### config.mk
export PLATFORM = sky130hd
export DESIGN_NAME = burst_frag
export DESIGN_NICKNAME = d
export VERILOG_FILES = /design/src/rtl/burst_frag_pkg.sv /design/src/rtl/burst_frag_cfg.sv /design/src/rtl/burst_frag_lane.sv /design/src/rtl/burst_frag.sv
export SDC_FILE = /design/constraint.sdc
export NUM_CORES = 1
export LEC_CHECK = 0
export ABC_CLOCK_PERIOD_IN_PS = 5600
export BUFFER_PORTS_ARGS = -buffer_cell sky130_fd_sc_hd__buf_2
export CAP_MARGIN = 0
export CORE_ASPECT_RATIO = 2
export CORE_MARGIN = 2
export CORE_UTILIZATION = 50
export CTS_BUF_LIST = sky130_fd_sc_hd__clkbuf_2
export DETAILED_ROUTE_END_ITERATION = 10
export PLACE_DENSITY = 0.79
export SYNTH_ARGS = -nofsm -noshare
export SYNTH_HDL_FRONTEND = slang
export SYNTH_SLANG_ARGS = --single-unit
export TNS_END_PERCENT = 30
### constraint.sdc
create_clock -name clk -period 5.6 [get_ports clk]
set_input_delay 0.56 -clock clk [delete_from_list [all_inputs] [get_ports clk]]
set_output_delay 0.56 -clock clk [all_outputs]
set_load 0.02 [all_outputs]
### src/rtl/burst_frag_pkg.sv
package burst_frag_pkg;

   localparam int unsigned SIZE_FIELD_W = 16;
   localparam int unsigned WR_FIELD_LSB = 16;

   // A burst size is legal when it is a power of two inside [lo, hi].
   function automatic logic size_legal(input logic [SIZE_FIELD_W-1:0] v,
                                       input int unsigned lo,
                                       input int unsigned hi);
      logic [31:0] w;
      w = {16'b0, v};
      return (w >= lo) && (w <= hi) && ((w & (w - 32'd1)) == 32'd0);
   endfunction

endpackage

### src/rtl/burst_frag_cfg.sv
module burst_frag_cfg #(
   parameter int MIN_BURST = 128,
   parameter int MAX_BURST = 1024,
   parameter int BLW       = 11,
   parameter int LIM_W     = 5
) (
   input  logic             clk,
   input  logic             rst_n,
   input  logic             we,
   input  logic             sel,
   input  logic [31:0]      wdata,
   output logic [BLW-1:0]   rd_size,
   output logic [BLW-1:0]   wr_size,
   output logic [LIM_W-1:0] rd_lim,
   output logic [LIM_W-1:0] wr_lim,
   output logic             err
);
   import burst_frag_pkg::*;

   localparam int FW = SIZE_FIELD_W;
   localparam int WL = WR_FIELD_LSB;

   if (BLW > FW) begin : g_bad_blw
      $error("burst size width exceeds the size field");
   end
   if (LIM_W > WL) begin : g_bad_lim
      $error("cap width exceeds its field");
   end

   logic [FW-1:0] f_rd, f_wr;
   logic          ok_rd, ok_wr;

   assign f_rd  = wdata[FW-1:0];
   assign f_wr  = wdata[WL +: FW];
   assign ok_rd = size_legal(f_rd, MIN_BURST, MAX_BURST);
   assign ok_wr = size_legal(f_wr, MIN_BURST, MAX_BURST);

   always_ff @(posedge clk) begin
      if (!rst_n) begin
         rd_size <= BLW'(MAX_BURST);
         wr_size <= BLW'(MAX_BURST);
         rd_lim  <= '1;
         wr_lim  <= '1;
         err     <= 1'b0;
      end else begin
         err <= 1'b0;
         if (we && !sel) begin
            if (ok_rd) rd_size <= f_rd[BLW-1:0];
            if (ok_wr) wr_size <= f_wr[BLW-1:0];
            err <= !(ok_rd && ok_wr);
         end else if (we) begin
            rd_lim <= wdata[LIM_W-1:0];
            wr_lim <= wdata[WL +: LIM_W];
         end
      end
   end

endmodule

### src/rtl/burst_frag_lane.sv
module burst_frag_lane #(
   parameter int AW        = 32,
   parameter int LW        = 20,
   parameter int BLW       = 11,
   parameter int CW        = 6,
   parameter int MAX_BURST = 1024
) (
   input  logic           clk,
   input  logic           rst_n,
   input  logic           start,
   input  logic [AW-1:0]  start_addr,
   input  logic [LW-1:0]  start_len,
   input  logic [BLW-1:0] size_in,
   input  logic [CW-1:0]  lim_in,
   input  logic           bus_ready,
   input  logic           cpl,
   output logic           bus_valid,
   output logic [AW-1:0]  bus_addr,
   output logic [BLW-1:0] bus_len,
   output logic           fin,
   output logic [CW-1:0]  lim_q
);
   logic [AW-1:0]  addr_q;
   logic [LW-1:0]  rem_q;
   logic [BLW-1:0] size_q;
   logic [CW-1:0]  outs_q, outs_n;
   logic           fire, drop;
   logic [BLW-1:0] cur_len;

   // Full-size burst while more than one size remains, else the tail.
   assign cur_len   = (rem_q > LW'(size_q)) ? size_q : rem_q[BLW-1:0];
   assign bus_valid = (rem_q != '0) && (outs_q < lim_q);
   assign bus_addr  = addr_q;
   assign bus_len   = cur_len;
   assign fire      = bus_valid && bus_ready;
   assign drop      = cpl && (outs_q != '0);
   assign fin       = (rem_q == '0) && (outs_q == '0);

   always_comb begin
      outs_n = outs_q;
      if (fire) outs_n = outs_n + CW'(1);
      if (drop) outs_n = outs_n - CW'(1);
   end

   always_ff @(posedge clk) begin
      if (!rst_n) begin
         addr_q <= '0;
         rem_q  <= '0;
         size_q <= BLW'(MAX_BURST);
         lim_q  <= CW'(1);
         outs_q <= '0;
      end else begin
         outs_q <= outs_n;
         if (start) begin
            addr_q <= start_addr;
            rem_q  <= start_len;
            size_q <= size_in;
            lim_q  <= lim_in;
         end else if (fire) begin
            addr_q <= addr_q + AW'(cur_len);
            rem_q  <= rem_q - LW'(cur_len);
         end
      end
   end

endmodule

### src/rtl/burst_frag.sv
module burst_frag #(
   parameter int AW        = 32,
   parameter int LW        = 20,
   parameter int LIM_W     = 5,
   parameter int MIN_BURST = 128,
   parameter int MAX_BURST = 1024,
   localparam int BLW      = $clog2(MAX_BURST) + 1,
   localparam int CW       = LIM_W + 1
) (
   input  logic           clk,
   input  logic           rst_n,
   input  logic           cfg_we,
   input  logic           cfg_sel,
   input  logic [31:0]    cfg_wdata,
   output logic           cfg_err,
   input  logic           req_valid,
   output logic           req_ready,
   input  logic [AW-1:0]  req_src,
   input  logic [AW-1:0]  req_dst,
   input  logic [LW-1:0]  req_len,
   output logic           rd_valid,
   input  logic           rd_ready,
   output logic [AW-1:0]  rd_addr,
   output logic [BLW-1:0] rd_len,
   input  logic           rd_cpl,
   output logic           wr_valid,
   input  logic           wr_ready,
   output logic [AW-1:0]  wr_addr,
   output logic [BLW-1:0] wr_len,
   input  logic           wr_cpl,
   output logic           done
);
   localparam int NLANE = 2;  // lane 0 reads the source, lane 1 writes the destination

   if ((MIN_BURST & (MIN_BURST - 1)) != 0 || (MAX_BURST & (MAX_BURST - 1)) != 0) begin : g_bad_pow2
      $error("burst size limits must be powers of two");
   end
   if (MIN_BURST > MAX_BURST || MIN_BURST < 1) begin : g_bad_range
      $error("burst size range is empty");
   end
   if (LW < BLW) begin : g_bad_len
      $error("length width narrower than a burst length");
   end
   if (MAX_BURST > 32768) begin : g_bad_max
      $error("burst size does not fit its configuration field");
   end

   logic [BLW-1:0]   rd_size_q, wr_size_q;
   logic [LIM_W-1:0] rd_lim_q, wr_lim_q;

   burst_frag_cfg #(
      .MIN_BURST(MIN_BURST), .MAX_BURST(MAX_BURST), .BLW(BLW), .LIM_W(LIM_W)
   ) u_cfg (
      .clk(clk), .rst_n(rst_n), .we(cfg_we), .sel(cfg_sel), .wdata(cfg_wdata),
      .rd_size(rd_size_q), .wr_size(wr_size_q),
      .rd_lim(rd_lim_q), .wr_lim(wr_lim_q), .err(cfg_err)
   );

   logic                     busy_q, accept, fin_all;
   logic [NLANE-1:0]         lane_valid, lane_fin, lane_rdy, lane_cpl;
   logic [NLANE-1:0][AW-1:0] lane_addr;
   logic [NLANE-1:0][BLW-1:0] lane_len;
   logic [NLANE-1:0][CW-1:0] lane_lim;

   assign accept    = req_valid && !busy_q;
   assign req_ready = !busy_q;
   assign lane_rdy  = {wr_ready, rd_ready};
   assign lane_cpl  = {wr_cpl, rd_cpl};
   assign fin_all   = &lane_fin;

   for (genvar gi = 0; gi < NLANE; gi++) begin : g_lane
      logic [LIM_W-1:0] raw_lim;
      logic [CW-1:0]    eff_lim;
      logic [BLW-1:0]   raw_size;
      logic [AW-1:0]    base;

      assign raw_lim  = (gi == 0) ? rd_lim_q  : wr_lim_q;
      assign raw_size = (gi == 0) ? rd_size_q : wr_size_q;
      assign base     = (gi == 0) ? req_src   : req_dst;
      // A cap of zero would never issue; it is served as one slot.
      assign eff_lim  = (raw_lim == '0) ? CW'(1) : CW'(raw_lim);

      burst_frag_lane #(
         .AW(AW), .LW(LW), .BLW(BLW), .CW(CW), .MAX_BURST(MAX_BURST)
      ) u_lane (
         .clk(clk), .rst_n(rst_n), .start(accept),
         .start_addr(base), .start_len(req_len),
         .size_in(raw_size), .lim_in(eff_lim),
         .bus_ready(lane_rdy[gi]), .cpl(lane_cpl[gi]),
         .bus_valid(lane_valid[gi]), .bus_addr(lane_addr[gi]),
         .bus_len(lane_len[gi]), .fin(lane_fin[gi]), .lim_q(lane_lim[gi])
      );
   end

   assign rd_valid = lane_valid[0];
   assign rd_addr  = lane_addr[0];
   assign rd_len   = lane_len[0];
   assign wr_valid = lane_valid[1];
   assign wr_addr  = lane_addr[1];
   assign wr_len   = lane_len[1];

   always_ff @(posedge clk) begin
      if (!rst_n) begin
         busy_q <= 1'b0;
         done   <= 1'b0;
      end else begin
         done <= busy_q && fin_all;
         if (accept)
            busy_q <= 1'b1;
         else if (busy_q && fin_all)
            busy_q <= 1'b0;
      end
   end

endmodule

* After elaboration in Yosys (flattened, before gate mapping) *
Index checks and enable logic that the tools add are counted.

cells by class
  $add $sub $neg = 10
  order comparisons = 8
  mux-type cells = 18
  bitwise operators = 3
  reductions and logical operators = 39

operators with widths
  cell                                                                number
  2-to-1 mux 32 bit                                                   4
  2-to-1 mux 20 bit                                                   4
  adder 32 x 11 -> 32 bit                                             2
  bitwise AND 16 x 32 -> 32 bit                                       2
  logical NOT 32 bit                                                  2
  > comparator 20 x 11 -> 1 bit                                       2
  logical NOT 20 bit                                                  2
  nonzero test 20 bit                                                 2
  subtractor 20 x 11 -> 20 bit                                        2
  subtractor 16 x 1 -> 17 bit, second input constant                  2
  greater-or-equal comparator 16 x 8 -> 1 bit, second input constant  2
  less-or-equal comparator 16 x 11 -> 1 bit, second input constant    2
  2-to-1 mux 6 bit                                                    4
  2-to-1 mux 11 bit                                                   2
  logical AND 1 bit                                                   16
  adder 6 x 1 -> 6 bit, second input constant                         2
  logical NOT 6 bit                                                   2
  < comparator 6 bit                                                  2
  nonzero test 6 bit                                                  2
  subtractor 6 x 1 -> 6 bit, second input constant                    2
  logical NOT 5 bit                                                   2
  2-to-1 mux 5 bit                                                    2
  AND reduction 2 bit                                                 5
  nonzero test 2 bit                                                  3
  3 further kinds                                                     6

word-level totals
  flip-flop bits (word level) = 185
  logic and storage cells = 95

* Depth between registers and ports, before layout *
  word-level depth = 6
  gate-level depth with buffers = 20
  depth with buffers taken out = 19

* Cells and area by module *
Synthesis repeated with hierarchy kept, for this count alone.

second synthesis, totals
  cells, all modules = 1485
  area total of the unflattened synthesis = 12365.6 µm²

by module, submodules not included
  module                              times used  cells an instance  area an instance (µm²)  seq. area each (µm²)
  burst_frag_lane (g_lane[1].u_lane)  1           674                5547.8                  1501.4
  burst_frag_lane (g_lane[0].u_lane)  1           651                5351.4                  1501.4
  burst_frag_cfg                      1           140                1322.5                  660.6
  burst_frag                          1           20                 143.9                   40.0

* Least setup slack after synthesis *
OpenSTA, ideal clock, no wires.

  path type = register -> register
  from = reg g_lane[0].u_lane.size_q[1]
  to = reg g_lane[0].u_lane.addr_q[17]
  data arrival time = 4190 ps
  data required time = 5484 ps
  path slack = 1294 ps
  cell stages (with the launch flop) = 19
  path buffers = 1
  clock period less this slack = 4306 ps
  cell sequence = dfxtp_1 > inv_1 > ha_1 > nor2b_1 > o21a_1 > o21a_1 > o21ai_0 > o2111ai_1 > o41ai_1 > buf_2 > mux2i_1 > ha_1 > a211oi_1 > o21bai_1 > o2111ai_1 > a21oi_1 > o2111ai_1 > xnor2_1 > a31o_2

between the ends
  longest elaborated chain between the ends = 5

RTL lines
  item                           line                   RTL
  from (decl)                    burst_frag_lane.sv:25  logic [BLW-1:0] size_q;
  from (signal assigned)         burst_frag_lane.sv:49  size_q <= BLW'(MAX_BURST);
  from (signal assigned)         burst_frag_lane.sv:57  size_q <= size_in;
  > comparator 20 x 11 -> 1 bit  burst_frag_lane.sv:31  assign cur_len = (rem_q > LW'(size_q)) ? size_q : rem_q[BLW-1:0];
  2-to-1 mux 11 bit *            burst_frag_lane.sv:31
  named net rd_len[1]            burst_frag.sv:24       output logic [BLW-1:0] rd_len,
  adder 32 x 11 -> 32 bit *      burst_frag_lane.sv:60  addr_q <= addr_q + AW'(cur_len);
  2-to-1 mux 32 bit *            burst_frag_lane.sv:59  end else if (fire) begin
  2-to-1 mux 32 bit *            burst_frag_lane.sv:54  if (start) begin
  to (signal assigned)           burst_frag_lane.sv:55  addr_q <= start_addr;
  to (signal assigned)           burst_frag_lane.sv:60
  to (decl)                      burst_frag_lane.sv:23  logic [AW-1:0] addr_q;

Mark *: on every way through the listed nets, which the timed path passes. The rest lies on a longest branch. The select of a mux whose other input is x is not followed.
A chain may end at the register's enable or synchronous reset.

* Worst setup path in the final report *
  from = reg g_lane[0].u_lane.rem_q[1]
  to = reg g_lane[0].u_lane.addr_q[16]

between the ends
  longest elaborated chain between the ends = 5
  elaborated cells on any way between the ends = 9
  classes of those cells = add/sub (1); order compare (1); mux (3); reduce/logical (4)

RTL lines
  item                           line                   RTL
  from (decl)                    burst_frag_lane.sv:24  logic [LW-1:0] rem_q;
  from (signal assigned)         burst_frag_lane.sv:56  rem_q <= start_len;
  from (signal assigned)         burst_frag_lane.sv:61  rem_q <= rem_q - LW'(cur_len);
  > comparator 20 x 11 -> 1 bit  burst_frag_lane.sv:31
  2-to-1 mux 11 bit              burst_frag_lane.sv:31
  adder 32 x 11 -> 32 bit        burst_frag_lane.sv:60
  2-to-1 mux 32 bit              burst_frag_lane.sv:59
  2-to-1 mux 32 bit              burst_frag_lane.sv:54

Parallel ways exist; a longest one is shown, timed or not. The select of a mux whose other input is x is not followed.

==> flow_summary.ini <==
[logic_synthesis]
postSynthRegisterBits = 183
async_flop_share_pct = 0
yosysMostFrequentCell = nand2_1
syn_area_per_cell_um2 = 7.94
syn_nets = 1651
synth-seq-area-share_pct = 32.0
yosysTopAreaCell = dfxtp_1
synth_area_leaders = dfxtp_1, ha_1, nand2_1
synth_flop_cell = dfxtp_1
netlist.area_leader.share_pct = 32.0
yosysWarnings = 0
synth.distinct_cells = 69
synthCells = 1442
yosys-top-cells-count = nand2_1, dfxtp_1, a21oi_1
synth_edf_count = 0
synth_area_um2 = 11500

[clock_network]
clock_latency_ps = 850
cts_tree = yes
htree_levels = 4
cts_made_buffers = 17
cts.sink_count = 183
cts.repair.resized = 0
path_clk_slew_ps = 290
clockBufferDepth = 2
holdBufCountCts = 84
post_cts_buffers = 0
cts_root_buf = clkbuf_2

[route]
wl_mm = 34.6
drt-initial-drc-count = 767
routed-wl-met3_mm = 1.61
viasPerCell = 5.93
routed.top_layer = met4
via_count = 11900
wl_met1_mm = 12.7
met2_length_mm = 18.3
postRouteAntennaNets = 0
drc = 0
wl_per_cell_um = 17.3
drtPass1Iterations = 7

[floorplanning]
start_util_pct = 50.6
core_area_um2 = 22600
io_pins = 216
row_count = 78
die_w_um = 111
die_h_um = 218
die-area_um2 = 24200

[power_and_ir_drop]
p_total_w = 0.00523
power.leakage_nw = 5.99
power_density_nw_per_um2 = 376
vdd_ir_drop_max_uv = 215

[sta]
finalSetupViolCount = 0
tns_ps = 0
slew_viol_final = 0
rsz0062_at_grt = no
hold_viol = 0
fin_crit_ps = 4830
fmax_mhz = 207
hold_ws_ps = 68.4
tightest_slew_ps = 941
finalClockSkew_ps = 47.5
relSlewSlack_pct = 37.3
period_share_pct = 86.3

[hold_path]
hp-class = in -> reg

[setup_path]
crit_arrival_ps = 5580
cp-end-kind = flop
crit_path_max_fanout = 21
startpoint_type = flop
crit_type = reg -> reg
worstPathRequired_ps = 6350

[grt]
grt_max_degree = 101
grt-ovfl-total = 0
grt_pass1_wl_mm = 54.8
grt_usage_pct = 27.7
grt_pass1_vias = 11700
antenna_found_initial = 2

[placed_design]
gp_congestion = 0.905
port_buffers = 215
place_inst = 1884
dpl.hpwl_mm = 24.7

[finish]
multi_input_area_um2 = 7330
register_area_um2 = 3660
finalNonFillerCells = 2005
nFillCells = 1996
nets = 1917
synthToLayoutAreaGrowth_pct = 21.6
drive_above_1_share_pct = 17.8

[status]
status = finished clean

[job]
max_cap_viol_count = 0
[report_power, final]
group | leakage [nW] | switching [W] | internal [W]
combinational | 4.32 | 0.00163 | 0.00109
sequential | 1.51 | 0.000244 | 0.00149
clock | 0.160 | 0.000514 | 0.000263
[cell families after synthesis]
family	Yosys count	synth area share, %
mux	51	4.67
buf+inv	130	4.34
xor+xnor	80	6.12
fa+ha+maj	86	9.61
simple gates	522	22.6
flops	183	32.0
compound gates	390	20.7
[worst max-delay path, stage by stage, from the launching register on]
cell       delay (ps)
dfxtp_1           520
ha_1              290
nor2b_1           130
o21a_1            160
o21a_1            170
o21ai_0           210
o2111ai_1         170
o41ai_2            90
buf_4             370
mux2_2            250
ha_1              190
inv_1              60
fa_1              410
nor2b_1           170
o2111ai_1         150
a31oi_1           450
a211oi_1          160
buf_4             210
nor4b_1           340
xnor2_1           160
a21oi_1            80
[metal layers]
metal  GRT usage, %  vias to the layer above
met3           4.34                      141
li1               -                     5773
met4           16.5                        0
met5              0                        -
met1           28.1                     5562
met2           52.6                      413
[layout by cell type, fill, tap and decap left out, types with 11 or more instances in the layout]
| master | count |
|---|---|
| buf_2 | 215 |
| nand2_1 | 201 |
| dfxtp_1 | 183 |
| a21oi_1 | 135 |
| o21ai_0 | 94 |
| dlygate4sd3_1 | 85 |
| ha_1 | 80 |
| nor2_1 | 74 |
| inv_1 | 57 |
| nand3_1 | 44 |
| xnor2_1 | 40 |
| xor2_1 | 40 |
| mux2i_1 | 31 |
| a31oi_1 | 30 |
| nor3_1 | 27 |
| nand4_1 | 26 |
| and3_1 | 24 |
| nor4_1 | 23 |
| mux2_2 | 17 |
| and2_1 | 17 |
| a311oi_1 | 17 |
| clkbuf_2 | 17 |
| buf_4 | 17 |
| o21a_1 | 16 |
| nor2b_1 | 15 |
| o211ai_1 | 14 |
| and4_1 | 13 |
| a211oi_1 | 12 |
| or3_1 | 12 |
| a21o_1 | 11 |
| o2111ai_1 | 11 |
[worst paths after layout]
kind	cells after the start	to	from	slack [ps]
max	20	g_lane[0].u_lane.bus_addr[16]$_SDFFE_PN0P_	g_lane[0].u_lane.rem_q[1]$_SDFFE_PN0P_	770
min	3	g_lane[0].u_lane.rem_q[3]$_SDFFE_PN0P_	req_len[3]	70
max reg2reg	20	g_lane[0].u_lane.bus_addr[16]$_SDFFE_PN0P_	g_lane[0].u_lane.rem_q[1]$_SDFFE_PN0P_	770
min reg2reg	2	g_lane[1].u_lane.size_q[0]$_SDFFE_PN0P_	u_cfg.wr_size[0]$_SDFFE_PN0P_	470
[metrics by stage]
step / utilization (%) / worst slack (ps) / cell area [um^2]
final: 61.5 / 767 / 13900
after global routing: 61.5 / 367 / 13900
after CTS: 61.4 / 784 / 13900
after detailed placement: 56.5 / 878 / 12800
after global placement: 56.5 / 999 / 12800
after floorplan: - / 1290 / 11500
[sequential cells by signal, indices dropped and copies added (netlist names)]
signal / cells
g_lane.u_lane.bus_addr: 64
g_lane.u_lane.rem_q: 40
g_lane.u_lane.size_q: 22
g_lane.u_lane.outs_q: 12
u_cfg.rd_size: 11
u_cfg.wr_size: 11
g_lane.u_lane.lim_q: 10
u_cfg.rd_lim: 5
u_cfg.wr_lim: 5
busy_q: 1
done: 1
u_cfg.err: 1
[area by class of cell]
type | count | area share (%)
Clock buffer | 17 | 0.611
Sequential cell | 183 | 26.3
Multi-Input combinational cell | 1129 | 52.6
Timing Repair Buffer | 318 | 14.9
Antenna cell | 4 | 0.0719
Inverter | 59 | 1.59
Clock inverter | 15 | 1.39
Tap cell | 280 | 2.52
Note: power is estimated with default switching activity, not from simulation.
